### src/rtl/pong_pkg.sv
package pong_pkg;
  localparam int POS_W = 16;
  localparam int FRAC  = 6;
  localparam int EXT_W = POS_W + 2;
  localparam int NOBJ  = 4;
  localparam int OBJ_W = 2;

  typedef logic [POS_W-1:0]        pos_t;
  typedef logic signed [POS_W-1:0] vel_t;
  typedef logic signed [EXT_W-1:0] ext_t;

  typedef enum logic [1:0] {ST_IDLE, ST_PAD, ST_SCAN, ST_COMMIT} step_e;

  typedef enum logic [OBJ_W-1:0] {OB_TOP, OB_BOTTOM, OB_LEFT, OB_RIGHT} obst_e;

  function automatic ext_t widen_pos(pos_t p);
    return $signed({2'b00, p});
  endfunction

  function automatic ext_t widen_vel(vel_t v);
    return $signed({{2{v[POS_W-1]}}, v});
  endfunction
endpackage

### src/rtl/pong_paddle_step.sv
module pong_paddle_step
  import pong_pkg::*;
#(
  parameter int COURT_H = 240,
  parameter int PAD_H   = 40,
  parameter int JOY_W   = 8
) (
  input  pos_t                   pos_in,
  input  vel_t                   vel_in,
  input  logic signed [JOY_W-1:0] joy,
  output pos_t                   pos_out,
  output vel_t                   vel_out
);
  localparam ext_t TOP_LIMIT = ext_t'((COURT_H - PAD_H) << FRAC);

  ext_t sum, half, moved;

  always_comb begin
    sum   = widen_vel(vel_in) + $signed({{(EXT_W-JOY_W){joy[JOY_W-1]}}, joy});
    half  = sum >>> 1;
    moved = widen_pos(pos_in) + half;
    if (moved[EXT_W-1]) begin
      pos_out = '0;
      vel_out = '0;
    end else if (moved > TOP_LIMIT) begin
      pos_out = TOP_LIMIT[POS_W-1:0];
      vel_out = '0;
    end else begin
      pos_out = moved[POS_W-1:0];
      vel_out = half[POS_W-1:0];
    end
  end
endmodule

### src/rtl/pong_collide.sv
module pong_collide
  import pong_pkg::*;
#(
  parameter int COURT_H = 240,
  parameter int PAD_H   = 40,
  parameter int PAD0_X  = 16,
  parameter int PAD1_X  = 303
) (
  input  obst_e obj,
  input  pos_t  bx,
  input  pos_t  by,
  input  vel_t  vx,
  input  vel_t  vy,
  input  pos_t  pad0,
  input  pos_t  pad1,
  output logic  hit_x,
  output logic  hit_y
);
  localparam ext_t FLOOR_Y = ext_t'(COURT_H << FRAC);
  localparam ext_t LEFT_X  = ext_t'(PAD0_X << FRAC);
  localparam ext_t RIGHT_X = ext_t'(PAD1_X << FRAC);
  localparam ext_t SPAN    = ext_t'(PAD_H << FRAC);

  ext_t nx, ny, cx, cy, top0, top1;
  logic in_span0, in_span1;

  always_comb begin
    cx   = widen_pos(bx);
    cy   = widen_pos(by);
    nx   = cx + widen_vel(vx);
    ny   = cy + widen_vel(vy);
    top0 = widen_pos(pad0);
    top1 = widen_pos(pad1);
    in_span0 = (cy >= top0) && (cy <= top0 + SPAN);
    in_span1 = (cy >= top1) && (cy <= top1 + SPAN);
    hit_x = 1'b0;
    hit_y = 1'b0;
    unique case (obj)
      OB_TOP:    hit_y = vy[POS_W-1] && ny[EXT_W-1];
      OB_BOTTOM: hit_y = !vy[POS_W-1] && (vy != '0) && (ny >= FLOOR_Y);
      OB_LEFT:   hit_x = vx[POS_W-1] && (cx >= LEFT_X) && (nx < LEFT_X) && in_span0;
      OB_RIGHT:  hit_x = !vx[POS_W-1] && (vx != '0) && (cx <= RIGHT_X) && (nx > RIGHT_X) && in_span1;
      default: ;
    endcase
  end
endmodule

### src/rtl/pong_ball_commit.sv
module pong_ball_commit
  import pong_pkg::*;
#(
  parameter int COURT_W = 320,
  parameter int COURT_H = 240,
  parameter int SCORE_W = 4
) (
  input  pos_t               bx,
  input  pos_t               by,
  input  vel_t               vx,
  input  vel_t               vy,
  input  logic               flip_x,
  input  logic               flip_y,
  input  logic [SCORE_W-1:0] s0_in,
  input  logic [SCORE_W-1:0] s1_in,
  output pos_t               bx_out,
  output pos_t               by_out,
  output vel_t               vx_out,
  output vel_t               vy_out,
  output logic [SCORE_W-1:0] s0_out,
  output logic [SCORE_W-1:0] s1_out
);
  localparam ext_t               WALL_X = ext_t'(COURT_W << FRAC);
  localparam pos_t               MID_X  = pos_t'(COURT_W << (FRAC - 1));
  localparam pos_t               MID_Y  = pos_t'(COURT_H << (FRAC - 1));
  localparam logic [SCORE_W-1:0] S_MAX  = '1;
  localparam logic [SCORE_W-1:0] S_ONE  = SCORE_W'(1);

  ext_t nx, ny;
  logic exit_left, exit_right;

  always_comb begin
    nx = widen_pos(bx) + widen_vel(vx);
    ny = widen_pos(by) + widen_vel(vy);
    exit_left  = !flip_x && nx[EXT_W-1];
    exit_right = !flip_x && !nx[EXT_W-1] && (nx >= WALL_X);
    bx_out = flip_x ? bx : nx[POS_W-1:0];
    by_out = flip_y ? by : ny[POS_W-1:0];
    vx_out = flip_x ? -vx : vx;
    vy_out = flip_y ? -vy : vy;
    s0_out = s0_in;
    s1_out = s1_in;
    if (exit_left || exit_right) begin
      bx_out = MID_X;
      by_out = MID_Y;
      vx_out = -vx;
    end
    if (exit_left && (s1_in != S_MAX))  s1_out = s1_in + S_ONE;
    if (exit_right && (s0_in != S_MAX)) s0_out = s0_in + S_ONE;
  end
endmodule

### src/rtl/pong_sequencer.sv
module pong_sequencer
  import pong_pkg::*;
#(
  parameter int TICKS = 255
) (
  input  logic  clk,
  input  logic  rst_n,
  input  logic  start,
  output step_e step,
  output obst_e obj,
  output logic  done
);
  localparam int                CNT_W    = $clog2(TICKS + 1);
  localparam logic [CNT_W-1:0]  LAST_T   = CNT_W'(TICKS - 1);
  localparam logic [CNT_W-1:0]  T_ONE    = CNT_W'(1);
  localparam logic [OBJ_W-1:0]  LAST_OBJ = OBJ_W'(NOBJ - 1);

  logic [CNT_W-1:0] tick_q;
  logic [OBJ_W-1:0] obj_q;

  assign obj = obst_e'(obj_q);

  always_ff @(posedge clk) begin
    if (!rst_n) begin
      step   <= ST_IDLE;
      tick_q <= '0;
      obj_q  <= '0;
      done   <= 1'b0;
    end else begin
      unique case (step)
        ST_IDLE: if (start) begin
          step   <= ST_PAD;
          tick_q <= '0;
          done   <= 1'b0;
        end
        ST_PAD: begin
          step  <= ST_SCAN;
          obj_q <= '0;
        end
        ST_SCAN: begin
          if (obj_q == LAST_OBJ) step <= ST_COMMIT;
          else obj_q <= obj_q + OBJ_W'(1);
        end
        ST_COMMIT: begin
          if (tick_q == LAST_T) begin
            step <= ST_IDLE;
            done <= 1'b1;
          end else begin
            tick_q <= tick_q + T_ONE;
            step   <= ST_PAD;
          end
        end
        default: step <= ST_IDLE;
      endcase
    end
  end
endmodule

### src/rtl/pong_physics.sv
module pong_physics
  import pong_pkg::*;
#(
  parameter int COURT_W = 320,
  parameter int COURT_H = 240,
  parameter int PAD_H   = 40,
  parameter int PAD0_X  = 16,
  parameter int PAD1_X  = 303,
  parameter int TICKS   = 255,
  parameter int VX0     = 64,
  parameter int VY0     = 32,
  parameter int SCORE_W = 4
) (
  input  logic               clk,
  input  logic               rst_n,
  input  logic               start,
  input  logic signed [7:0]  joy0,
  input  logic signed [7:0]  joy1,
  output logic               done,
  output logic [15:0]        paddle0_y,
  output logic [15:0]        paddle1_y,
  output logic [15:0]        ball_x,
  output logic [15:0]        ball_y,
  output logic signed [15:0] ball_vx,
  output logic signed [15:0] ball_vy,
  output logic [SCORE_W-1:0] score0,
  output logic [SCORE_W-1:0] score1
);
  localparam int   JOY_W   = 8;
  localparam int   NPLAYER = 2;
  localparam pos_t PAD_RST = pos_t'(((COURT_H - PAD_H) / 2) << FRAC);
  localparam pos_t MID_X   = pos_t'(COURT_W << (FRAC - 1));
  localparam pos_t MID_Y   = pos_t'(COURT_H << (FRAC - 1));

  step_e step;
  obst_e obj;

  pos_t pad_pos [NPLAYER];
  vel_t pad_vel [NPLAYER];
  pos_t pad_pos_nx [NPLAYER];
  vel_t pad_vel_nx [NPLAYER];
  logic signed [JOY_W-1:0] joy_q [NPLAYER];
  logic signed [JOY_W-1:0] joy_in [NPLAYER];

  pos_t bx_q, by_q;
  vel_t vx_q, vy_q;
  logic flip_x_q, flip_y_q;
  logic hit_x, hit_y;
  logic [SCORE_W-1:0] s0_q, s1_q, s0_nx, s1_nx;
  pos_t bx_nx, by_nx;
  vel_t vx_nx, vy_nx;

  assign joy_in[0] = joy0;
  assign joy_in[1] = joy1;

  pong_sequencer #(.TICKS(TICKS)) u_seq (
    .clk(clk), .rst_n(rst_n), .start(start),
    .step(step), .obj(obj), .done(done)
  );

  for (genvar p = 0; p < NPLAYER; p++) begin : g_player
    pong_paddle_step #(.COURT_H(COURT_H), .PAD_H(PAD_H), .JOY_W(JOY_W)) u_step (
      .pos_in(pad_pos[p]), .vel_in(pad_vel[p]), .joy(joy_q[p]),
      .pos_out(pad_pos_nx[p]), .vel_out(pad_vel_nx[p])
    );

    always_ff @(posedge clk) begin
      if (!rst_n) begin
        pad_pos[p] <= PAD_RST;
        pad_vel[p] <= '0;
        joy_q[p]   <= '0;
      end else begin
        if (step == ST_IDLE && start) joy_q[p] <= joy_in[p];
        if (step == ST_PAD) begin
          pad_pos[p] <= pad_pos_nx[p];
          pad_vel[p] <= pad_vel_nx[p];
        end
      end
    end
  end

  pong_collide #(
    .COURT_H(COURT_H), .PAD_H(PAD_H), .PAD0_X(PAD0_X), .PAD1_X(PAD1_X)
  ) u_collide (
    .obj(obj), .bx(bx_q), .by(by_q), .vx(vx_q), .vy(vy_q),
    .pad0(pad_pos[0]), .pad1(pad_pos[1]),
    .hit_x(hit_x), .hit_y(hit_y)
  );

  pong_ball_commit #(.COURT_W(COURT_W), .COURT_H(COURT_H), .SCORE_W(SCORE_W)) u_commit (
    .bx(bx_q), .by(by_q), .vx(vx_q), .vy(vy_q),
    .flip_x(flip_x_q), .flip_y(flip_y_q), .s0_in(s0_q), .s1_in(s1_q),
    .bx_out(bx_nx), .by_out(by_nx), .vx_out(vx_nx), .vy_out(vy_nx),
    .s0_out(s0_nx), .s1_out(s1_nx)
  );

  always_ff @(posedge clk) begin
    if (!rst_n) begin
      bx_q     <= MID_X;
      by_q     <= MID_Y;
      vx_q     <= vel_t'(VX0);
      vy_q     <= vel_t'(VY0);
      flip_x_q <= 1'b0;
      flip_y_q <= 1'b0;
      s0_q     <= '0;
      s1_q     <= '0;
    end else begin
      unique case (step)
        ST_PAD: begin
          flip_x_q <= 1'b0;
          flip_y_q <= 1'b0;
        end
        ST_SCAN: begin
          flip_x_q <= flip_x_q | hit_x;
          flip_y_q <= flip_y_q | hit_y;
        end
        ST_COMMIT: begin
          bx_q <= bx_nx;
          by_q <= by_nx;
          vx_q <= vx_nx;
          vy_q <= vy_nx;
          s0_q <= s0_nx;
          s1_q <= s1_nx;
        end
        default: ;
      endcase
    end
  end

  assign paddle0_y = pad_pos[0];
  assign paddle1_y = pad_pos[1];
  assign ball_x    = bx_q;
  assign ball_y    = by_q;
  assign ball_vx   = vx_q;
  assign ball_vy   = vy_q;
  assign score0    = s0_q;
  assign score1    = s1_q;
endmodule

### config.mk
export PLATFORM = sky130hd
export DESIGN_NAME = pong_physics
export DESIGN_NICKNAME = d
export VERILOG_FILES = /design/src/rtl/pong_pkg.sv /design/src/rtl/pong_paddle_step.sv /design/src/rtl/pong_collide.sv /design/src/rtl/pong_ball_commit.sv /design/src/rtl/pong_sequencer.sv /design/src/rtl/pong_physics.sv
export SDC_FILE = /design/constraint.sdc
export NUM_CORES = 1
export LEC_CHECK = 0
export CAP_MARGIN = 40
export CORE_MARGIN = 1
export CORE_UTILIZATION = 45
export DETAILED_ROUTE_END_ITERATION = 7
export PLACE_DENSITY = 0.64
export SLEW_MARGIN = 20
export SYNTH_ARGS = -nofsm -noshare
export SYNTH_HDL_FRONTEND = slang
export SYNTH_SLANG_ARGS = --single-unit
### constraint.sdc
create_clock -name clk -period 6.8 [get_ports clk]
set_input_delay 1.02 -clock clk [delete_from_list [all_inputs] [get_ports clk]]
set_output_delay 1.02 -clock clk [all_outputs]
set_load 0.05 [all_outputs]
# Yosys cells after proc, flatten, opt, wreduce, memory -nomap -nowiden
# Memory sizes are Yosys's and may differ from the RTL's.
# Index checks and enable logic that the tools add are counted.
dict set report totals {
  word_cells 148
  ramBits 80
  reg_bits 87
  mem_count 3
  in_bits 19
}
# memory words width rd rd_ports_with_merged_regs wr line
set mem_list {}
lappend mem_list {pad_pos 2 16 2 0 2 pong_physics.sv:38} ;# pos_t pad_pos [NPLAYER];
lappend mem_list {pad_vel 2 16 2 0 2 pong_physics.sv:39} ;# vel_t pad_vel [NPLAYER];
lappend mem_list {joy_q 2 8 2 0 2 pong_physics.sv:42} ;# logic signed [JOY_W-1:0] joy_q [NPLAYER];
dict set report op_classes {
  add_sub_neg 14
  n_reduce_logical 40
  n_bitwise 8
  n_eq_ne 16
  n_lt_le_gt_ge 12
  muxes 43
}
# operator n
set ops {}
lappend ops {{$mux 16} 18}
lappend ops {{$add 17x16->18} 4}
lappend ops {{$gt 18x15->1 const B} 2}
lappend ops {{$le 17x18->1} 2}
lappend ops {{$add 16x12->17 const B} 2}
lappend ops {{$add 16x8->17} 2}
lappend ops {{$ge 16x16->1} 2}
lappend ops {{$mux 8} 4}
lappend ops {{$neg 16->16} 2}
lappend ops {{$reduce_bool 16->1} 2}
lappend ops {{$ge 18x15->1 const B} 1}
lappend ops {{$ge 18x16->1 const B} 1}
lappend ops {{$gt 18x16->1 const B} 1}
lappend ops {{$logic_and 1x1->1} 18}
lappend ops {{$lt 18x12->1 const B} 1}
lappend ops {{$ge 16x11->1 const B} 1}
lappend ops {{$le 16x15->1 const B} 1}
lappend ops {{$pmux 8 s2} 1}
lappend ops {{$reduce_and 2->1} 8}
lappend ops {{$mux 1} 10}
lappend ops {{$pmux 1 s2} 5}
lappend ops {{$add 4x1->4 const B} 2}
lappend ops {{$add 8x1->8 const B} 1}
lappend ops {{$eq 2x2->1 const B} 4}
lappend ops {{15 further kinds} 38}

# Logic depth before layout (Yosys ltp)
dict set report depth {
  word_depth 8
  mapped_depth 21
  depth_no_buf 19
}

# Cells and area by module
# Synthesis repeated with hierarchy kept, for this count alone.
dict set report unflattened {
  cells_unflattened 1899
  hier_area_um2 16628.4
}
# mod instances cells_per_inst area_each_um2 seq_area_each_um2
set by_module_without_submodules {}
lappend by_module_without_submodules {pong_physics 1 424 5919.4 3883.7}
lappend by_module_without_submodules {pong_collide 1 411 3055.4 0.0}
lappend by_module_without_submodules {pong_ball_commit 1 426 2889.0 0.0}
lappend by_module_without_submodules {{pong_paddle_step (g_player[0].u_step)} 1 274 1975.6 0.0}
lappend by_module_without_submodules {{pong_paddle_step (g_player[1].u_step)} 1 270 1956.9 0.0}
lappend by_module_without_submodules {pong_sequencer 1 94 832.0 260.2}

# Worst setup path after synthesis
# No wires, ideal clock.
dict set report synth_path {
  path_type {register to register}
  from {memory joy_q[0][0]}
  to {memory pad_pos[0][2] (netlist name), data pin}
  slack_ns 1.747
  path_stages_with_launch 22
  t_arrival_ns 4.798
  period_less_slack_ns 5.053
  setup_ns 0.255
  path_buffers 2
  cell_sequence {edfxtp_1 and2_1 fa_1 a21o_1 a311o_1 o311a_1 a311o_1 a211o_1 nand2_1 xnor2_1 ha_1 clkbuf_1 inv_1 o21bai_1 a21o_1 a211oi_1 o21ai_0 a211o_1 a21oi_2 nor4_4 buf_6 and2_1}
}
# element line
set synth_lines {}
lappend synth_lines {{from (decl)} pong_physics.sv:42}
lappend synth_lines {{to (decl)} pong_physics.sv:38}

==> reports/qor.csv <==
metric;value;unit
slew_viol_final;0;
crit-reg2reg-launch;joy_q[0][0];
core-area;27180;sq um
hold_violations;0;
die_area;28590;sq um
arrival;5.87;ns
ctsHoldBuffers;0;
die_w;169.1;um
syn_area_per_cell;8.960;sq um
core.rowCount;60;
grt_max_degree;50;
ys_warn_count;0;
gp_congestion;0.8974;
area_growth;17.39;%
vias;10886;
fin_crit_sh;81.97;%
globalRouteTotalUtil;23.81;%
grt_pass1_wl;54.27;mm
critPathMaxFanout;16;
insertion_delay;0.43;ns
drive_gt1_share;4.805;%
ant_nets;0;
period_minus_slack;5.574;ns
ios;124;
syn_area;12560;sq um
dp_hpwl;25.06;mm
power.density;389.3;nW/um^2
cts.reportedPaths.clkPinSlew;0.07;ns
viasPerCell;5.694;
drt_iter0_markers;622;
insertedDiodeCount;0;
status;complete, no violations;
start_util;46.22;%
ys_async_sr_fraction;0;%
slew_headroom;45.59;%
holdCritStartpoint;score0[1];
power_leakage;6.202;nW
rsz0062_at_grt;false;
synth_ff_type;dfxtp_1;
skew;0.01559;ns
cts_setup_buffers;0;
drv_cap;0;
tns;0;ns
cts_buffer_depth;2;
synth_cells;1402;
grt_overflow;0;
synth.yosys.seq_area_share;32.35;%
required;7.09;ns
layout.nets;1711;
grt_pass1_vias;10554;
synth_edf_count;80;
cts_tree;done;
end_kind;flop;
worst_slew_pin_slew;0.8162;ns
drc_errors;0;
h-tree-depth;4;
peakVddDrop;0.0003382;V
crit_start;joy_q[0][0];
avgRoutedWirePerCell;17.38;um
io_buffers;119;
crit_path_start_kind;flop;
antenna_found_initial;0;
crit_type;flop to flop;
cts-root-buf;clkbuf_16;
fin_util;54.26;%
ctsResizeCount;0;
dr.pass1.iters;5;
fmax;179.4;MHz
chipHeight;169.1;um
clock-sinks;163;
yosys_register_bits;163;
wirelength;33.24;mm
hold_path_class;flop to flop;
ys_types;79;
cts_inserted_buffers;17;
setup_viol;0;
==> cell families (layout without fill, tap and decap cells) <==
logic type,count (synthesis),in the layout,synth area share (%)
xor+xnor,106,106,7.450
compound gates,394,394,20.66
buf+inv,113,243,3.665
flops,163,163,32.35
mux,7,7,0.5578
simple gates,453,453,18.62
fa+ha+maj,165,165,16.67
other cells,1,9,0.02985
==> worst max-delay path, stage by stage, from the launching register on <==
cell,delay [ns]
edfxtp_1,0.39
and2_1,0.18
fa_1,0.40
a21o_1,0.21
a311o_1,0.37
o311a_1,0.32
a311o_1,0.44
a211o_1,0.33
nand2_1,0.08
xnor2_1,0.14
ha_1,0.34
inv_1,0.08
o21bai_1,0.07
a21o_1,0.19
a211oi_1,0.34
o21ai_0,0.23
xor2_1,0.16
o21ai_0,0.24
nor4_4,0.50
buf_4,0.28
and2_1,0.15
==> sequential cells by signal (all words and copies together) (netlist names), 4 cells and up <==
name and count:
ball_vx 14, ball_vy 14, ball_x 16, ball_y 16
joy_q 16, pad_pos 32, pad_vel 32, score0 4
score1 4, u_seq.tick_q 8
==> path summary, 6_finish.rpt <==
check | cells past startpoint | slack (ns) | to
setup / recovery | 20 | 1.23 | pad_vel[0][13]
setup reg to reg | 20 | 1.23 | pad_vel[0][13]
hold reg to reg | 2 | 0.50 | score0[1]
hold / removal | 2 | 0.50 | score0[1]
==> cells in the final DEF (no fill, tap or decap), types with 7 or more instances in the layout <==
master and instances:
and3_1 33, o21a_1 13, clkbuf_16 17, a21oi_1 117
a31o_2 7, nor4_1 13, nand3_1 33, clkdlybuf4s50_1 119
xnor2_1 65, xor2_1 40, and2_1 51, or3_1 22
nor2b_1 13, a21o_1 32, dfxtp_1 83, or2_2 8
o31ai_1 13, nand2b_1 20, a211oi_1 16, o21bai_1 11
mux2i_1 7, nor2_1 117, conb_1 9, edfxtp_1 80
a22o_1 7, o211ai_1 14, inv_1 81, a22oi_1 8
a31oi_1 10, nand2_1 72, buf_4 9, nor3_1 31
nand4_1 16, o21ai_0 78, ha_1 161
==> per-layer routing <==
layer,GRT usage [%],part of all wire [%],wire [um]
met4,5.092,0.97,323
met5,0,0,0
met2,38.99,46,15130
met3,3.250,4.4,1459
met1,33.37,49,16330
==> stage by stage <==
step	area, sq um	hold WS [ns]	worst slack [ns]	cells	total power, mW
2_1_floorplan	12590	0.4716	1.747	1410	3.980
3_3_place_gp	14150	0.4801	1.348	1876	4.765
3_5_place_dp	14180	0.4973	1.253	1879	4.786
4_1_cts	14730	0.5085	1.228	1911	5.736
5_1_grt	14750	0.5329	0.8023	1912	6.221
6_report	14750	0.5017	1.226	1912	5.741
==> power by group <==
group          internal [mW]  leakage, nW  switching [mW]
clock                  0.481        0.270           0.434
combinational           1.34         4.43            2.10
sequential              1.22         1.51           0.170
total                   3.04         6.20            2.70
==> cell usage after synthesis (all sizes together), types with 11 or more instances <==
master	count	area, sq um
edfxtp	80	2402
nor3	31	155.2
ha	161	2014
o21ai	80	400.4
nand2	73	276.5
o211ai	14	105.1
xnor2	65	569.3
o21a	13	97.59
buf	14	87.58
o21bai	11	82.58
xor2	41	366.6
nor2	117	439.2
dfxtp	83	1662
and3	33	206.5
o31ai	14	110.1
inv	80	300.3
a21o	32	240.2
nand2b	21	131.4
nand3	33	165.2
a211oi	18	145.1
a31oi	11	83.83
clkbuf	19	72.56
or3	23	148.9
and2	52	325.3
nor4	14	102.6
nor2b	13	81.33
a21oi	119	603.1
nand4	16	100.1
==> cell type report <==
| class | count | area [sq um] |
|---|---|---|
| well taps | 372 | 465.4 |
| clock inverters | 14 | 102.6 |
| flip-flops and latches | 163 | 4064 |
| clock buffers | 18 | 439.2 |
| inverters | 80 | 300.3 |
| multi-input cells | 1134 | 8070 |
| repair buffers | 131 | 1305 |
| fillers | 2536 | 12430 |
Power figures use the tool's default switching activity.
